## src/rtl/xroad_pkg.sv

```systemverilog
package xroad_pkg;

  typedef enum logic [1:0] {
    PH_MAIN_GO   = 2'b00,
    PH_MAIN_WARN = 2'b01,
    PH_SIDE_GO   = 2'b11,
    PH_SIDE_WARN = 2'b10
  } phase_t;

  typedef enum logic [1:0] {
    LAMP_GO   = 2'b00,
    LAMP_WARN = 2'b01,
    LAMP_STOP = 2'b10
  } lamp_t;

  typedef struct packed {
    lamp_t main_road;
    lamp_t side_road;
  } lamp_pair_t;

  // Lamp pair shown for a given phase.
  function automatic lamp_pair_t lamps_for(input phase_t ph);
    lamp_pair_t r;
    case (ph)
      PH_MAIN_GO:   begin r.main_road = LAMP_GO;   r.side_road = LAMP_STOP; end
      PH_MAIN_WARN: begin r.main_road = LAMP_WARN; r.side_road = LAMP_STOP; end
      PH_SIDE_GO:   begin r.main_road = LAMP_STOP; r.side_road = LAMP_GO;   end
      default:      begin r.main_road = LAMP_STOP; r.side_road = LAMP_WARN; end
    endcase
    return r;
  endfunction

  // Successor phase from the current phase and the three condition inputs.
  function automatic phase_t phase_after(input phase_t ph, input logic car,
                                         input logic short_done, input logic long_done);
    phase_t n;
    n = ph;
    case (ph)
      PH_MAIN_GO:   if (car && long_done)  n = PH_MAIN_WARN;
      PH_MAIN_WARN: if (short_done)        n = PH_SIDE_GO;
      PH_SIDE_GO:   if (!car || long_done) n = PH_SIDE_WARN;
      default:      if (short_done)        n = PH_MAIN_GO;
    endcase
    return n;
  endfunction

endpackage

```

## src/rtl/xroad_interval_timer.sv

```systemverilog
module xroad_interval_timer #(
  parameter int SHORT_CYCLES = 2,
  parameter int LONG_CYCLES  = 4
) (
  input  logic clk,
  input  logic rst,
  input  logic restart,
  output logic short_done,
  output logic long_done
);
  localparam int CW = $clog2(LONG_CYCLES + 1);
  localparam logic [CW-1:0] SHORT_LIM = CW'(SHORT_CYCLES);
  localparam logic [CW-1:0] LONG_LIM  = CW'(LONG_CYCLES);

  logic [CW-1:0] count_q;
  logic          at_limit;

  // The count saturates at the long limit so both flags hold until restart.
  assign at_limit = (count_q >= LONG_LIM);

  always_ff @(posedge clk) begin
    if (rst || restart) count_q <= '0;
    else if (!at_limit) count_q <= count_q + 1'b1;
  end

  assign short_done = (count_q >= SHORT_LIM);
  assign long_done  = at_limit;

  assert_restart_clears_R9: assert property (@(posedge clk) disable iff (rst)
    restart |=> (!short_done && !long_done));
  assert_flags_hold_R9: assert property (@(posedge clk) disable iff (rst)
    (short_done && !restart) |=> short_done);
  assert_long_after_short_R9: assert property (@(posedge clk) disable iff (rst)
    long_done |-> short_done);
  assert_reset_clears_R1: assert property (@(posedge clk)
    rst |=> (!short_done && !long_done));

endmodule

```

## src/rtl/xroad_phase_logic.sv

```systemverilog
module xroad_phase_logic
  import xroad_pkg::*;
(
  input  logic   clk,
  input  logic   rst,
  input  logic   car,
  input  logic   short_done,
  input  logic   long_done,
  output phase_t phase_q,
  output logic   restart
);
  phase_t phase_d;

  always_comb phase_d = phase_after(phase_q, car, short_done, long_done);

  // Any change of phase restarts the interval timer.
  assign restart = (phase_d != phase_q);

  always_ff @(posedge clk) begin
    if (rst) phase_q <= PH_MAIN_GO;
    else     phase_q <= phase_d;
  end

  assert_main_exit_R2: assert property (@(posedge clk) disable iff (rst)
    (phase_q == PH_MAIN_GO && !(car && long_done)) |=> (phase_q == PH_MAIN_GO));
  assert_main_warn_hold_R3: assert property (@(posedge clk) disable iff (rst)
    (phase_q == PH_MAIN_WARN && !short_done) |=> (phase_q == PH_MAIN_WARN));
  assert_side_exit_R4: assert property (@(posedge clk) disable iff (rst)
    (phase_q == PH_SIDE_GO && (!car || long_done)) |=> (phase_q == PH_SIDE_WARN));
  assert_side_warn_exit_R5: assert property (@(posedge clk) disable iff (rst)
    (phase_q == PH_SIDE_WARN && short_done) |=> (phase_q == PH_MAIN_GO));
  assert_reset_phase_R1: assert property (@(posedge clk)
    rst |=> (phase_q == PH_MAIN_GO));

endmodule

```

## src/rtl/xroad_lamp_decode.sv

```systemverilog
module xroad_lamp_decode
  import xroad_pkg::*;
(
  input  phase_t     phase,
  output logic [1:0] lamp_main,
  output logic [1:0] lamp_side
);
  lamp_pair_t pair;

  always_comb begin
    pair      = lamps_for(phase);
    lamp_main = pair.main_road;
    lamp_side = pair.side_road;
  end

  // At least one road always shows red.
  always_comb begin
    assert_one_road_red_R6: assert (lamp_main == LAMP_STOP || lamp_side == LAMP_STOP);
  end

endmodule

```

## src/rtl/xroad_signal_ctrl.sv

```systemverilog
module xroad_signal_ctrl #(
  parameter int SHORT_CYCLES = 2,
  parameter int LONG_CYCLES  = 4
) (
  input  logic       clk,
  input  logic       rst,
  input  logic       car_wait,
  output logic [1:0] lamp_main,
  output logic [1:0] lamp_side,
  output logic       timer_restart,
  output logic       short_up,
  output logic       long_up,
  output logic [1:0] phase
);
  import xroad_pkg::*;

  phase_t phase_w;
  logic   restart_w;
  logic   short_w;
  logic   long_w;

  xroad_interval_timer #(
    .SHORT_CYCLES(SHORT_CYCLES),
    .LONG_CYCLES (LONG_CYCLES)
  ) u_timer (
    .clk       (clk),
    .rst       (rst),
    .restart   (restart_w),
    .short_done(short_w),
    .long_done (long_w)
  );

  xroad_phase_logic u_phase (
    .clk       (clk),
    .rst       (rst),
    .car       (car_wait),
    .short_done(short_w),
    .long_done (long_w),
    .phase_q   (phase_w),
    .restart   (restart_w)
  );

  xroad_lamp_decode u_lamps (
    .phase    (phase_w),
    .lamp_main(lamp_main),
    .lamp_side(lamp_side)
  );

  assign timer_restart = restart_w;
  assign short_up      = short_w;
  assign long_up       = long_w;
  assign phase         = phase_w;

  assert_pulse_changes_phase_R8: assert property (@(posedge clk) disable iff (rst)
    timer_restart |=> (phase != $past(phase)));
  assert_quiet_keeps_phase_R8: assert property (@(posedge clk) disable iff (rst)
    !timer_restart |=> $stable(phase));

endmodule

```

## config.mk

```make
export PLATFORM = sky130hd
export DESIGN_NAME = xroad_signal_ctrl
export DESIGN_NICKNAME = d
export VERILOG_FILES = /design/src/rtl/xroad_pkg.sv /design/src/rtl/xroad_interval_timer.sv /design/src/rtl/xroad_phase_logic.sv /design/src/rtl/xroad_lamp_decode.sv /design/src/rtl/xroad_signal_ctrl.sv
export SDC_FILE = /design/constraint.sdc
export NUM_CORES = 1
export LEC_CHECK = 0
export BUFFER_PORTS_ARGS = -buffer_cell sky130_fd_sc_hd__buf_4
export CORE_AREA = 2 2 39 41
export DETAILED_ROUTE_END_ITERATION = 10
export DIE_AREA = 0 0 41 43
export PLACE_DENSITY = 0.46
export SLEW_MARGIN = 25
export SYNTH_ARGS = -nofsm -noshare
export SYNTH_HDL_FRONTEND = slang
export SYNTH_SLANG_ARGS = --single-unit
```

## constraint.sdc

```tcl
create_clock -name clk -period 1.3 [get_ports clk]
set_input_delay 0.26 -clock clk [delete_from_list [all_inputs] [get_ports clk]]
set_output_delay 0.26 -clock clk [all_outputs]
set_load 0.02 [all_outputs]
```

# Word-level counts from Yosys, hierarchy flattened
# Cells that the tools add are included.
# Widths: inputs -> output; s select.
[word_totals] inputBits=3 ff_bits=5 ram_bits=0 wordCells=19 rom_bits=0 memories=0 latchBits=0
[op_classes] n_div=0 reduce_logical=5 order_cmp=2 mux=6 n_bitwise=0 multipliers=0 n_shift=0 eq_ne=3 addsub=1
[op_table] cell="$pmux 4 s3" count=1
[op_table] cell="$mux 2" count=4
[op_table] cell="$pmux 2 s3" count=1
[op_table] cell="$add 3x1->3 const B" count=1
[op_table] cell="$ge 3x2->1 const B" count=1
[op_table] cell="$ge 3x3->1 const B" count=1
[op_table] cell="$eq 2x1->1 const B" count=1
[op_table] cell="$eq 2x2->1 const B" count=1
[op_table] cell="$logic_not 2->1" count=1
[op_table] cell="$logic_or 1x1->1" count=2
[op_table] cell="$ne 2x2->1" count=1
[op_table] cell="$logic_and 1x1->1" count=1
[op_table] cell="$logic_not 1->1" count=1

# Longest topological paths before layout
[logic_depth] ltp_word=6 mapped_depth=4 ltp_nobuf=4

# Cells and area by module
# A second synthesis with hierarchy kept.
[hier_totals] cells_unflattened=30 hier_area_um2=286.5
[by_module_without_submodules] mod="xroad_interval_timer" area_each_um2=145.1 n_inst=1 cells_each=15
[by_module_without_submodules] mod="xroad_phase_logic" area_each_um2=118.9 n_inst=1 cells_each=11
[by_module_without_submodules] mod="xroad_lamp_decode" area_each_um2=22.5 n_inst=1 cells_each=4

# Least setup slack after synthesis
# Ideal clock, no wire load.
[synth_path] kind="register to output" startpoint="register u_phase.phase_q[1]" endpoint="output port timer_restart" path_stages_with_launch=4 slack_ns=-0.095 required_time_ns=1.040 arrival_time_ns=1.135 path_buffers=0 path_cell_list="dfxtp_1 a21oi_1 nor3_1 o32a_1"
[synth_via] elab_chain_cells=3
[synth_rtl] item="from (decl)" line_no="xroad_phase_logic.sv:9" text="output phase_t phase_q,"
[synth_rtl] item="from (signal assigned)" line_no="xroad_phase_logic.sv:21" text="else phase_q <= phase_d;"
[synth_rtl] item="$eq 2x2->1, or another cell as far along" line_no="xroad_pkg.sv:38" text="case (ph)"
[synth_rtl] item="$pmux 2 s3" line_no="xroad_pkg.sv:38"
[synth_rtl] item="$ne 2x2->1 (*)" line_no="xroad_phase_logic.sv:17" text="assign restart = (phase_d != phase_q);"
[synth_rtl] item="to (decl)" line_no="xroad_signal_ctrl.sv:10" text="output logic timer_restart,"
# Mark *: on every way between the ends. The rest lies on a longest branch, timed or not.

# Final worst setup path
# Same ends and word-level chain as after synthesis.

==> results.json <==
{
  "die_h_um": 43,
  "critPathLaunchType": "flop",
  "final_cell_mix": "buf_4 (14), nor2_1 (5), inv_1 (3), clkbuf_4 (3), buf_6 (3)",
  "final_common_cell": "buf_4",
  "violations": "setup timing",
  "num_io_pins": 12,
  "die-area_mm2": 0.00176,
  "ys_seq_area_share_pct": 31.5,
  "tightestPinTransition_ns": 0.321,
  "holdBufCountCts": 0,
  "cts-buffers-inserted": 3,
  "yosys_warnings": 0,
  "arrival_ns": 1.15,
  "fin_crit_ns": 1.41,
  "cp_cell_sequence": "and3_4 > nor3_2 > o32a_1 > buf_6",
  "power.leakage_nw": 0.229,
  "worstPathRequired_ns": 1.04,
  "finalClockSkew_ns": 0.00153,
  "crit_family": "flip-flops",
  "ir_drop_v": 0.000882,
  "grt_use_met2_pct": 12.2,
  "nNetsFinal": 61,
  "synth_cell_types": 20,
  "slew_violations": 0,
  "drc": 0,
  "synthCells": 38,
  "clock_path_buffers": 2,
  "path_max_fanout": 5,
  "grt-busiest-layer": "met1",
  "grt_util_met1_pct": 12.3,
  "hpwl_um": 485,
  "core_mm2": 0.00138,
  "hold_class": "in -> reg",
  "die_w_um": 41,
  "synth_top_cells_by_area": "dfxtp_1 (31%), ha_1 (7.9%), buf_6 (7.1%)",
  "worstSetupPathType": "reg -> out",
  "syn2layout_area_growth_pct": 57.5,
  "grt_start_max_net_pins": 8,
  "syn_area_um2": 318,
  "fin_ws_ns": -0.114,
  "synth_top_area_share_pct": 31.5,
  "cellPowerDensity_mw_per_mm2": 1510,
  "fin_util_pct": 36.2,
  "preCtsSetupSlack_ns": 0.0402,
  "drive_gt1_share_pct": 54.5,
  "wl_um": 664,
  "synth-seq-cells": 5,
  "slowest_stage": "dfxtp_4",
  "drtIter0Drc": 7,
  "place.gp.congestion": 0.626,
  "slew_headroom_pct": 78.6,
  "grt_pass1_wl_um": 1100,
  "cts.sinks": 5,
  "ctsRootBufferMaster": "clkbuf_4",
  "cp_num_buf_inv": 1,
  "syn_area_per_cell_um2": 8.36,
  "clk_pin_slew_ns": 0.04,
  "rsz0062_at_grt": "yes",
  "period_share_pct": 109,
  "diodes": 0,
  "gr-usage-all-layers_pct": 9.26,
  "outcome": "finished with violations",
  "max_stage_delay_ns": 0.36,
  "setup-violations-final": 2,
  "avgViaCountPerCell": 4.28,
  "detail-route-antenna-nets": 0,
  "finalHoldViolCount": 0,
  "clk_latency_ns": 0.24,
  "htree_levels": 1,
  "grt_pass1_vias": 260,
  "grt.overflow.total": 0,
  "routed-via-count": 304,
  "rows": 14,
  "start_util_pct": 23.0,
  "wire_per_inst_um": 9.35,
  "grt_antenna_before_repair": 0,
  "maxCapViolCount": 0,
  "gr-usage-met3_pct": 6.28,
  "synthesis.nets": 43,
  "port_buffers": 11,
  "max_freq_mhz": 707,
  "synth_area_leader_cell": "dfxtp_1",
  "cp-end-kind": "primary output",
  "cts_tree": "done",
  "nFillCells": 141,
  "first_pass_iters": 3
}
==> layer usage <==
| layer | wire length (um) | vias up |
|---|---|---|
| met5 | 0 | - |
| met4 | 0 | 0 |
| met3 | 42 | 0 |
| met2 | 318 | 6 |
| met1 | 303 | 142 |
| li1 | - | 156 |
==> where the power goes <==
part | total, W | internal (W) | switching, W
combinational | 0.000348 | 0.000192 | 0.000156
clock | 0.000175 | 0.000116 | 0.0000592
sequential | 0.000233 | 0.000189 | 0.0000438
==> timing repair <==
item / CTS / global route
setup buffers: 3 / 0
endpoints found under the hold margin: 0 / 0
setup endpoints to repair: 2 / 4
gates resized for setup: 8 / 2
pin swaps: 3 / 0
==> metrics by stage <==
| step | power [W] | area [um2] | cells | hold WS, ns | TNS (ns) |
|---|---|---|---|---|---|
| after floorplan | 0.000421 | 325 | 38 | 0.322 | 0 |
| after global placement | 0.000515 | 420 | 64 | 0.436 | 0 |
| after detailed placement | 0.000515 | 420 | 64 | 0.436 | 0 |
| after CTS | 0.000747 | 489 | 71 | 0.178 | -0.134 |
| after global routing | 0.000823 | 500 | 71 | 0.175 | -0.313 |
| final | 0.000755 | 500 | 71 | 0.188 | -0.116 |
==> synth_stat cells <==
library cell	instances
nor2b_1	2
or2_0	1
nor2_1	6
dfxtp_1	5
o32a_1	1
buf_6	2
xor2_1	1
o31ai_1	1
ha_1	2
nand3_1	1
o311ai_2	1
a21oi_1	3
clkbuf_1	2
o21ai_0	1
inv_1	4
mux2i_1	1
nor3_1	1
and3_4	1
nand2_1	1
or2_4	1
==> flip-flops by register name (all words and copies together), names as in the netlist <==
name / count
u_timer.count_q: 3
u_phase.phase_q: 2
==> cell families after synthesis <==
kind of cell,Yosys count,synth area share (%)
mux,1,3.15
fa+ha+maj,2,7.87
simple gates,14,23.6
buf+inv,8,14.2
xor+xnor,1,2.76
compound gates,7,16.9
flops,5,31.5
==> path summary, 6_finish.rpt <==
check                                        from                         endpoint  slack (ns)  cells past startpoint
setup / recovery    u_phase.phase_q[1]$_SDFF_PP0_                    timer_restart       -0.11                      4
hold / removal                                rst    u_phase.phase_q[0]$_SDFF_PP0_        0.19                      2
setup reg to reg    u_phase.phase_q[1]$_SDFF_PP0_  u_timer.count_q[0]$_SDFFE_PP0N_        0.08                      4
hold reg to reg   u_timer.count_q[0]$_SDFFE_PP0N_  u_timer.count_q[0]$_SDFFE_PP0N_        0.55                      2
==> final cells by class <==
cell class | instances | area (um2) | area share [%]
clock buffers | 4 | 26.3 | 5.25
inverters | 4 | 15.0 | 3.00
multi-input cells | 25 | 191 | 38.3
flip-flops and latches | 5 | 109 | 21.7
well taps | 16 | 20.0 | 4.00
repair buffers | 17 | 139 | 27.7
Note: power is estimated with default switching activity, not from simulation.
